`src/rtl/blk_xlate_pkg.sv`:
```
// Package: shared constants, the register-entry type and the size-mask helper.
// Assumes a 32-bit effective and physical address space.
package blk_xlate_pkg;

    localparam int XL_EA_W      = 32;   // address width
    localparam int XL_MIN_SHIFT = 17;   // smallest region: 128 KB
    localparam int XL_CODE_MAX  = 11;   // largest region: 256 MB
    localparam int XL_CODE_W    = 4;    // width of the size code
    localparam int XL_PERM_W    = 3;    // read / write / execute

    localparam int XL_PERM_RD = 0;
    localparam int XL_PERM_WR = 1;
    localparam int XL_PERM_EX = 2;

    typedef struct packed {
        logic                 vld;
        logic [XL_EA_W-1:0]   ebase;
        logic [XL_EA_W-1:0]   pbase;
        logic [XL_CODE_W-1:0] code;
        logic [XL_PERM_W-1:0] perm;
    } xl_ent_t;

    // Offset mask for a size code: ones below the region size.
    // Codes above XL_CODE_MAX are clamped to XL_CODE_MAX.
    function automatic logic [XL_EA_W-1:0] xl_code_mask(input logic [XL_CODE_W-1:0] code);
        logic [XL_EA_W-1:0] m;
        int                 lim;
        lim = (int'(code) > XL_CODE_MAX) ? (XL_MIN_SHIFT + XL_CODE_MAX)
                                         : (XL_MIN_SHIFT + int'(code));
        for (int i = 0; i < XL_EA_W; i++) begin
            m[i] = (i < lim);
        end
        return m;
    endfunction

endpackage

```
`src/rtl/blk_xlate_bank.sv`:
```
// Module: blk_xlate_bank
// Holds NUM_ENT translation registers for one access type.
// A write updates one register at the clock edge. Reads are combinational,
// so a lookup in the write cycle sees the old contents.
// Assumes wr_idx < NUM_ENT.
module blk_xlate_bank
    import blk_xlate_pkg::*;
#(
    parameter  int NUM_ENT = 4,
    localparam int IDX_W   = $clog2(NUM_ENT)
) (
    input  logic             clk,
    input  logic             rst_n,
    input  logic             wr_en,
    input  logic [IDX_W-1:0] wr_idx,
    input  xl_ent_t          wr_ent,
    output xl_ent_t          ents [NUM_ENT]
);

    xl_ent_t ents_q [NUM_ENT];

    for (genvar g = 0; g < NUM_ENT; g++) begin : g_ent
        // Purpose: reset clears the register; a selected write loads it.
        always_ff @(posedge clk) begin
            if (!rst_n) begin
                ents_q[g] <= '0;
            end else if (wr_en && (wr_idx == IDX_W'(g))) begin
                ents_q[g] <= wr_ent;
            end
        end

        assign ents[g] = ents_q[g];


        ent_load_chk: assert property (@(posedge clk) disable iff (!rst_n)
            (wr_en && wr_idx == IDX_W'(g)) |=> (ents[g] == $past(wr_ent)));


        ent_hold_chk: assert property (@(posedge clk) disable iff (!rst_n)
            !(wr_en && wr_idx == IDX_W'(g)) |=> $stable(ents[g]));
    end

endmodule

```
`src/rtl/blk_xlate_cmp.sv`:
```
// Module: blk_xlate_cmp
// Compares one effective address with one register and forms the
// physical address that register would produce.
// Assumes nothing about alignment of the stored bases.
module blk_xlate_cmp
    import blk_xlate_pkg::*;
(
    input  xl_ent_t              ent,
    input  logic [XL_EA_W-1:0]   ea,
    output logic                 hit,
    output logic [XL_EA_W-1:0]   pa
);

    logic [XL_EA_W-1:0] offs_mask;

    // Purpose: match the region's upper bits and splice the offset into the physical base.
    always_comb begin
        offs_mask = xl_code_mask(ent.code);
        hit       = ent.vld && ((ea & ~offs_mask) == (ent.ebase & ~offs_mask));
        pa        = (ent.pbase & ~offs_mask) | (ea & offs_mask);
    end

endmodule

```
`src/rtl/blk_xlate_prio.sv`:
```
// Module: blk_xlate_prio
// Picks the lowest-numbered entry among the matching ones.
// Produces a one-hot grant, an any-hit flag and a binary index.
module blk_xlate_prio #(
    parameter  int NUM_ENT = 4,
    localparam int IDX_W   = $clog2(NUM_ENT)
) (
    input  logic               clk,
    input  logic               rst_n,
    input  logic [NUM_ENT-1:0] match,
    output logic [NUM_ENT-1:0] grant,
    output logic               any,
    output logic [IDX_W-1:0]   idx
);

    // Purpose: isolate the lowest set bit and encode its position.
    always_comb begin
        grant = match & (~match + NUM_ENT'(1));
        any   = |match;
        idx   = '0;
        for (int i = NUM_ENT - 1; i >= 0; i--) begin
            if (match[i]) begin
                idx = IDX_W'(i);
            end
        end
    end


    grant_onehot_chk: assert property (@(posedge clk) disable iff (!rst_n)
        $onehot0(grant));


    grant_lowest_chk: assert property (@(posedge clk) disable iff (!rst_n)
        ((grant & ~match) == '0) && ((match & (grant - NUM_ENT'(1))) == '0));

endmodule

```
`src/rtl/blk_xlate_top.sv`:
```
// Module: blk_xlate_top
// Block-translation matcher with separate instruction and data banks.
// The lookup is combinational across all entries of the selected bank.
// The response and the page-table abort are registered one cycle after
// the request. NUM_ENT is expected to be 4 or 8.
module blk_xlate_top
    import blk_xlate_pkg::*;
#(
    parameter  int NUM_ENT = 4,
    localparam int IDX_W   = $clog2(NUM_ENT)
) (
    input  logic                 clk,
    input  logic                 rst_n,
    input  logic                 wr_en,
    input  logic                 wr_to_instr,
    input  logic [IDX_W-1:0]     wr_idx,
    input  logic                 wr_valid,
    input  logic [XL_EA_W-1:0]   wr_eff_base,
    input  logic [XL_EA_W-1:0]   wr_phys_base,
    input  logic [XL_CODE_W-1:0] wr_code,
    input  logic [XL_PERM_W-1:0] wr_perm,
    input  logic                 req_vld,
    input  logic                 req_is_instr,
    input  logic                 req_is_wr,
    input  logic [XL_EA_W-1:0]   req_ea,
    output logic                 rsp_vld,
    output logic                 rsp_hit,
    output logic                 rsp_fault,
    output logic [IDX_W-1:0]     rsp_idx,
    output logic [XL_EA_W-1:0]   rsp_pa,
    output logic                 walk_abort
);

    xl_ent_t              wr_ent;
    xl_ent_t              ibank [NUM_ENT];
    xl_ent_t              dbank [NUM_ENT];
    xl_ent_t              sel   [NUM_ENT];
    logic [NUM_ENT-1:0]   match;
    logic [NUM_ENT-1:0]   grant;
    logic [XL_EA_W-1:0]   cand_pa [NUM_ENT];
    logic                 any_hit;
    logic [IDX_W-1:0]     win_idx;
    logic [XL_EA_W-1:0]   win_pa;
    logic [XL_PERM_W-1:0] win_perm;
    logic [XL_PERM_W-1:0] need;
    logic                 perm_bad;

    // Purpose: pack the write-port fields into one register image.
    always_comb begin
        wr_ent.vld   = wr_valid;
        wr_ent.ebase = wr_eff_base;
        wr_ent.pbase = wr_phys_base;
        wr_ent.code  = wr_code;
        wr_ent.perm  = wr_perm;
    end

    blk_xlate_bank #(.NUM_ENT(NUM_ENT)) u_ibank (
        .clk    (clk),
        .rst_n  (rst_n),
        .wr_en  (wr_en && wr_to_instr),
        .wr_idx (wr_idx),
        .wr_ent (wr_ent),
        .ents   (ibank)
    );

    blk_xlate_bank #(.NUM_ENT(NUM_ENT)) u_dbank (
        .clk    (clk),
        .rst_n  (rst_n),
        .wr_en  (wr_en && !wr_to_instr),
        .wr_idx (wr_idx),
        .wr_ent (wr_ent),
        .ents   (dbank)
    );

    for (genvar g = 0; g < NUM_ENT; g++) begin : g_cmp
        assign sel[g] = req_is_instr ? ibank[g] : dbank[g];

        blk_xlate_cmp u_cmp (
            .ent (sel[g]),
            .ea  (req_ea),
            .hit (match[g]),
            .pa  (cand_pa[g])
        );
    end

    blk_xlate_prio #(.NUM_ENT(NUM_ENT)) u_prio (
        .clk   (clk),
        .rst_n (rst_n),
        .match (match),
        .grant (grant),
        .any   (any_hit),
        .idx   (win_idx)
    );

    // Purpose: select the winner's physical address and permissions with an AND-OR mux.
    always_comb begin
        win_pa   = '0;
        win_perm = '0;
        for (int i = 0; i < NUM_ENT; i++) begin
            win_pa   = win_pa   | (grant[i] ? cand_pa[i]  : '0);
            win_perm = win_perm | (grant[i] ? sel[i].perm : '0);
        end
    end

    // Purpose: work out which permission the access needs and whether it is missing.
    always_comb begin
        need = '0;
        if (req_is_instr) begin
            need[XL_PERM_EX] = 1'b1;
        end else if (req_is_wr) begin
            need[XL_PERM_WR] = 1'b1;
        end else begin
            need[XL_PERM_RD] = 1'b1;
        end
        perm_bad = any_hit && ((win_perm & need) == '0);
    end

    // Purpose: register the response and the abort one cycle after the request.
    always_ff @(posedge clk) begin
        if (!rst_n) begin
            rsp_vld    <= 1'b0;
            rsp_hit    <= 1'b0;
            rsp_fault  <= 1'b0;
            rsp_idx    <= '0;
            rsp_pa     <= '0;
            walk_abort <= 1'b0;
        end else begin
            rsp_vld    <= req_vld;
            rsp_hit    <= req_vld && any_hit;
            rsp_fault  <= req_vld && perm_bad;
            rsp_idx    <= (req_vld && any_hit) ? win_idx : '0;
            rsp_pa     <= (req_vld && any_hit) ? win_pa  : '0;
            walk_abort <= req_vld && any_hit;
        end
    end


    rsp_follows_req_chk: assert property (@(posedge clk) disable iff (!rst_n)
        req_vld |=> rsp_vld);


    rsp_idle_chk: assert property (@(posedge clk) disable iff (!rst_n)
        !req_vld |=> (!rsp_vld && !rsp_hit && !walk_abort));


    fault_needs_hit_chk: assert property (@(posedge clk) disable iff (!rst_n)
        rsp_fault |-> rsp_hit);


    abort_with_hit_chk: assert property (@(posedge clk) disable iff (!rst_n)
        (walk_abort == (rsp_vld && rsp_hit)));


    miss_pa_zero_chk: assert property (@(posedge clk) disable iff (!rst_n)
        !rsp_hit |-> (rsp_pa == '0));

endmodule

```
`config.mk`:
```
export PLATFORM = sky130hd
export DESIGN_NAME = blk_xlate_top
export DESIGN_NICKNAME = d
export VERILOG_FILES = /design/src/rtl/blk_xlate_pkg.sv /design/src/rtl/blk_xlate_bank.sv /design/src/rtl/blk_xlate_cmp.sv /design/src/rtl/blk_xlate_prio.sv /design/src/rtl/blk_xlate_top.sv
export SDC_FILE = /design/constraint.sdc
export NUM_CORES = 1
export LEC_CHECK = 0
export ABC_AREA = 1
export BUFFER_PORTS_ARGS = -buffer_cell sky130_fd_sc_hd__buf_4
export CAP_MARGIN = 20
export CORE_MARGIN = 5
export CORE_UTILIZATION = 47
export DETAILED_ROUTE_END_ITERATION = 7
export PLACE_DENSITY = 0.72
export SLEW_MARGIN = 10
export SYNTH_ARGS = -nofsm -noshare
export SYNTH_HDL_FRONTEND = slang
export SYNTH_SLANG_ARGS = --single-unit
```
`constraint.sdc`:
```
create_clock -name clk -period 6.4 [get_ports clk]
set_input_delay 0.64 -clock clk [delete_from_list [all_inputs] [get_ports clk]]
set_output_delay 0.64 -clock clk [all_outputs]
set_load 0.05 [all_outputs]
```
* Yosys cells after proc, flatten, opt, wreduce, memory -nomap -nowiden
Memories as Yosys holds them, arrays and structs flattened. Cells that the tools add are included.
Cells by class: $add $sub $neg 5, order comparisons 132, eq/ne operators 7, muxes and demuxes 56, bitwise gates (word level) 43, reductions and logical operators 24
Operator list (count):
- 6-bit by 32-bit less-than comparator with 1-bit output (first input constant) | 64
- 5-bit by 32-bit less-than comparator with 1-bit output (first input constant) | 32
- 72-bit 2-to-1 mux | 12
- 32-bit AND | 16
- 4-bit by 32-bit less-than comparator with 1-bit output (first input constant) | 16
- 3-bit by 32-bit less-than comparator with 1-bit output (first input constant) | 8
- 32-bit 2-to-1 mux | 8
- 32-bit bitwise OR | 7
- 32-bit == test | 4
- 1-bit by 32-bit less-than comparator with 1-bit output (first input constant) | 4
- 2-bit by 32-bit less-than comparator with 1-bit output (first input constant) | 4
- 32-bit inverter | 4
- 1-bit 2-to-1 mux | 29
- 5-bit by 4-bit adder with 6-bit output (first input constant) | 4
- 1-bit logical AND | 17
- 4-bit > comparator (second input constant) | 4
- 3-bit 2-to-1 mux | 4
- 3-bit bitwise OR | 3
- 1-bit bitwise OR | 8
- 4-bit OR reduction | 2
- 2-bit 2-to-1 mux | 3
- 4-bit by 1-bit adder with 4-bit output (second input constant) | 1
- 4-bit AND | 1
- 2-bit == test (second input constant) | 2
- other kinds (9) | 10
Word-level totals: bits in registers 37, memory bits (writable) 576, bits of input ports 113, output and inout port bits 38, logic and storage cells 275, memories 2
Memory list:
- u_dbank.ents_q | words 4, bits a word 72, read ports 4, clocked after Yosys merged registers in 0, wr ports 4, line blk_xlate_bank.sv:20 | xl_ent_t ents_q [NUM_ENT];
- u_ibank.ents_q | words 4, bits a word 72, read ports 4, clocked after Yosys merged registers in 0, wr ports 4, line blk_xlate_bank.sv:20

* Longest topological paths before layout
An unclocked memory read counts as a cell.
word-level depth 20, depth in mapped cells 22

* Cells and area by module
A second synthesis with hierarchy kept.
Second synthesis, totals: cells, all modules 3217, area total of the unflattened synthesis 29721.0 µm²
Modules (own cells, without submodules):
- blk_xlate_bank | instances 2, cells each 695, area each 10613.9 µm², seq. area each 8648.3 µm²
- blk_xlate_top | instances 1, cells each 1200, area each 5455.2 µm², seq. area each 740.7 µm²
- blk_xlate_cmp | instances 4, cells each 153, area each 743.2 µm², seq. area each 0.0 µm²
- blk_xlate_prio | instances 1, cells each 15, area each 65.1 µm², seq. area each 0.0 µm²

* Worst setup path before layout
No wires, ideal clock.
kind input to register, start point input port wr_idx[0], end point memory u_ibank.ents_q[1][0] (netlist name) (enable), library setup time 0.498 ns, arrival 4.164 ns, path slack 1.739 ns, stages on the path 3, path buffers 1, cells stage by stage clkbuf_1 -> clkinv_1 -> o31ai_1
RTL lines:
- from (decl) | line blk_xlate_top.sv:16 | input logic [IDX_W-1:0] wr_idx,
- to (decl) | line blk_xlate_bank.sv:20

* Worst setup path after layout
start point input port req_is_instr, end point register rsp_pa[24]
On the way: word-level cells in the longest chain between the ends 15, elaborated cells on any way between the ends 189, classes of those cells 5 x add/sub; 132 x order compare; 4 x eq/ne; 12 x mux; 29 x bitwise; 7 x reduce/logical
RTL lines:
- from (decl) | line blk_xlate_top.sv:23 | input logic req_is_instr,
- 72-bit 2-to-1 mux | line blk_xlate_top.sv:76 | assign sel[g] = req_is_instr ? ibank[g] : dbank[g];
- 5-bit by 4-bit adder with 6-bit output / 4-bit > comparator (equally long branches) | line blk_xlate_pkg.sv:29, blk_xlate_pkg.sv:28
- 32-bit 2-to-1 mux | line blk_xlate_pkg.sv:28 | lim = (int'(code) > XL_CODE_MAX) ? (XL_MIN_SHIFT + XL_CODE_MAX)
- 1-bit by 32-bit less-than comparator with 1-bit output, or another cell as far along | line blk_xlate_pkg.sv:31 | m[i] = (i < lim);
- 32-bit inverter | line blk_xlate_cmp.sv:19, blk_xlate_cmp.sv:20
- 32-bit AND | line blk_xlate_cmp.sv:19 | hit = ent.vld && ((ea & ~offs_mask) == (ent.ebase & ~offs_mask));
- 32-bit == test | line blk_xlate_cmp.sv:19
- 1-bit logical AND | line blk_xlate_cmp.sv:19
- 4-bit inverter | line blk_xlate_prio.sv:18 | grant = match & (~match + NUM_ENT'(1));
- 4-bit by 1-bit adder with 4-bit output | line blk_xlate_prio.sv:18
- 4-bit AND | line blk_xlate_prio.sv:18
- 32-bit 2-to-1 mux | line blk_xlate_top.sv:100 | win_pa = win_pa | (grant[i] ? cand_pa[i] : '0);
- 32-bit bitwise OR (3 in a row) | line blk_xlate_top.sv:100
- to (signal assigned) | line blk_xlate_top.sv:132 | rsp_pa <= (req_vld && any_hit) ? win_pa : '0;
- to (decl) | line blk_xlate_top.sv:30 | output logic [XL_EA_W-1:0] rsp_pa,
Several ways; a longest one is shown, not always the timed one. A chain may end at the register's enable or synchronous reset.

==> flow_summary.ini <==
[placed_design]
place_area_mm2 = 0.01868
portBuffers = 118
dp.cells = 2402
gp_congestion = 0.9395
dp_hpwl_um = 32200

[grt]
antenna_found_initial = 1
grt.total_usage_pct = 26.07
grt_pass1_vias = 13422
grt_max_degree = 87
overflow = 0
grt_pass1_wl_um = 81360

[logic_synthesis]
yosysTopAreaCell = edfxtp_1
synth-seq-area-share_pct = 59.23
synth_common_cells = nand2_1, nor2_1, edfxtp_1
synth-seq-cells = 357
yosysMostFrequentCell = nand2_1
synthArstFlopShare_pct = 0
yosys.area.top_type_share_pct = 54.99
synth_edf_count = 320
syn-cell-area_mm2 = 0.01747
ys_types = 39
yosys_warnings = 0
syn_nets = 2007
synth-main-ff-cell = edfxtp_1
synthCells = 1890
syn_area_per_cell_um2 = 9.246
synth.top_cells.by_area = edfxtp_1, nand2_1, nor2_1, dfxtp_1, inv_1

[floorplanning]
start_util_pct = 47.62
die-area_mm2 = 0.04114
io_pins = 151
coreArea_mm2 = 0.03670
die_h_um = 202.8
dieWidth_um = 202.8
fp-row-count = 70

[detailed_routing]
vias = 13875
ant_nets = 0
viasPerCell = 5.622
drt-initial-drc-count = 1748
wire_per_inst_um = 22.10
wirelength_um = 54550
drc_errors = 0
dr.pass1.iters = 8

[critical_path]
arrival_ps = 4860
crit_path_top_delay_cell = buf_4
critPathLaunchType = primary input
worstPathCellList = buf_4 > buf_4 > nand2_1 > nand3_1 > nand2_1 > nor2_2 > nand3_1 > nand2_1 > nor2_1 > nand3_4 > nand2_4 > nor2_4 > o211ai_1 > nand4_1 > nand2_2 > inv_2
worstPathRequired_ps = 6890
path_common_cell = nand2_1
critPathMaxStageDelay_ps = 790
crit_type = primary input to flip-flop
critPathCaptureType = flip-flop
crit_fanout = 86

[sta]
fin_crit_ps = 4369
fin_crit_sh_pct = 68.27
finalSetupTns_ps = 0
final_hold_viol_count = 0
tightest_slew_ps = 1040
slew_headroom_pct = 30.69
setup_viol = 0
rsz0062_at_grt = no
clock_skew_ps = 20.90
fmax_ghz = 0.2289
drv_slew = 0

[pwr]
clock_power_share_pct = 39.1
p_switching_mw = 1.455
power_frac_comb_pct = 12.8
vdd_drop_max_mv = 0.2257
p_seq_share_pct = 48.1
cellPowerDensity_mw_per_mm2 = 283.0
power_mw = 5.635
p_int_mw = 4.180
switching_share_pct = 25.83
leakage_nw = 8.483

[clocking]
clock_latency_ps = 540
ctsResizeCount = 0
clkTransAtPathRegs_ps = 60
cts_root_buf = clkbuf_16
cts.sinks = 357
cts_tree = done
cts_inserted_buffers = 39
post-cts-setup-buffer-count = 0
cts_htree_levels = 2
cts_hold_buffers = 0
cts_buffer_depth = 3

[finish]
fin_cells = 2468
final_nets = 2092
nFillCells = 3183
drive_gt1_share_pct = 16.20
utilization_pct = 54.25
antenna_cells_inserted = 0
area_growth_pct = 13.94
design_area_mm2 = 0.01991

[flow_run]
drv_cap = 0

[worst_hold_path]
hp-class = primary input to flip-flop

[status]
run_status = finished clean
-- worst max-delay path, delay by kind of cell --
kind | cells | cell delay [ps]
simple gates | 12 | 2950
buf+inv | 3 | 1060
compound gates | 1 | 180
-- registers in the layout, summed over array words and instances, names as in the netlist --
signal	flops
rsp_vld	1
u_dbank.ents_q	160
rsp_pa	32
rsp_fault	1
walk_abort	1
u_ibank.ents_q	160
rsp_idx	2
-- power by group through the flow --
stage	Clock [mW]	Sequential, mW	Combinational (mW)
after floorplan	0	2.76	0.449
after global placement	0	2.75	0.691
after detailed placement	0	2.76	0.702
after CTS	2.22	2.71	0.706
after global routing	2.31	2.72	0.775
final	2.20	2.71	0.720
-- metrics by stage --
step	setup WS [ps]	hold slack, ps
floorplan	1739	548.8
global placement	1728	576.3
detailed placement	1684	594.5
CTS	2231	307.8
global route	1871	323.4
finish	2031	321.9
-- layout by cell type (no fill, tap or decap), types with 6 or more instances in the layout --
| master | synthesis | routed |
|---|---|---|
| nand3_1 | 65 | 65 |
| nand2_2 | 33 | 36 |
| a21oi_1 | 27 | 27 |
| clkinv_1 | 5 | 7 |
| inv_2 | 16 | 15 |
| nand4_1 | 27 | 27 |
| or2_2 | 36 | 36 |
| nor2_2 | 11 | 11 |
| clkbuf_1 | 60 | 11 |
| nand3b_1 | 6 | 6 |
| nand2_1 | 447 | 444 |
| clkbuf_8 | 0 | 7 |
| inv_1 | 123 | 123 |
| buf_4 | 6 | 142 |
| o211ai_1 | 39 | 39 |
| edfxtp_1 | 320 | 320 |
| o31ai_1 | 10 | 6 |
| nor2_1 | 429 | 429 |
| dfxtp_1 | 37 | 37 |
| xor2_1 | 48 | 48 |
| o21ai_0 | 58 | 57 |
| nand3_2 | 7 | 7 |
| clkbuf_16 | 0 | 40 |
| nor3_1 | 9 | 9 |
-- kinds of logic after synthesis --
| family | share of synthesized area (%) |
|---|---|
| AND/OR/NAND/NOR | 26.94 |
| buffers and inverters | 6.093 |
| AO/OA/AOI/OAI | 4.998 |
| flip-flops | 59.23 |
| adder cells (fa/ha/maj) | 0.2864 |
| XOR/XNOR | 2.456 |
-- final timing paths --
path,from,end,slack (ps),cells after the start
worst min register to register,u_dbank.ents_q[2][38]$_SDFFCE_PN0P_,rsp_pa[31]$_SDFF_PP0_,590,4
worst max register to register,u_dbank.ents_q[0][3]$_SDFFCE_PN0P_,rsp_pa[24]$_SDFF_PP0_,2630,16
worst max-delay path,req_is_instr,rsp_pa[24]$_SDFF_PP0_,2030,16
worst min-delay path,req_ea[3],rsp_pa[3]$_SDFF_PP0_,320,3
-- cell type report --
class	instances	area (µm²)	area share (%)
Clock inverter	8	93.84	0.4713
Inverter	144	543.0	2.727
Tap cell	468	585.6	2.941
Sequential cell	357	10350	51.98
Multi-Input combinational cell	1291	6133	30.81
Timing Repair Buffer	142	1066	5.354
Clock buffer	58	1139	5.719
-- layer usage --
layer / GRT usage (%) / vias up / wire (µm) / part of all wire (%)
met5: 0 / - / 13 / 0.024
met4: 11.78 / 2 / 2675 / 4.9
met3: 4.217 / 168 / 5509 / 10
met2: 41.66 / 807 / 25270 / 46
met1: 35.31 / 6561 / 21080 / 39
li1: - / 6337 / - / -
Note: power is estimated with default switching activity, not from simulation.
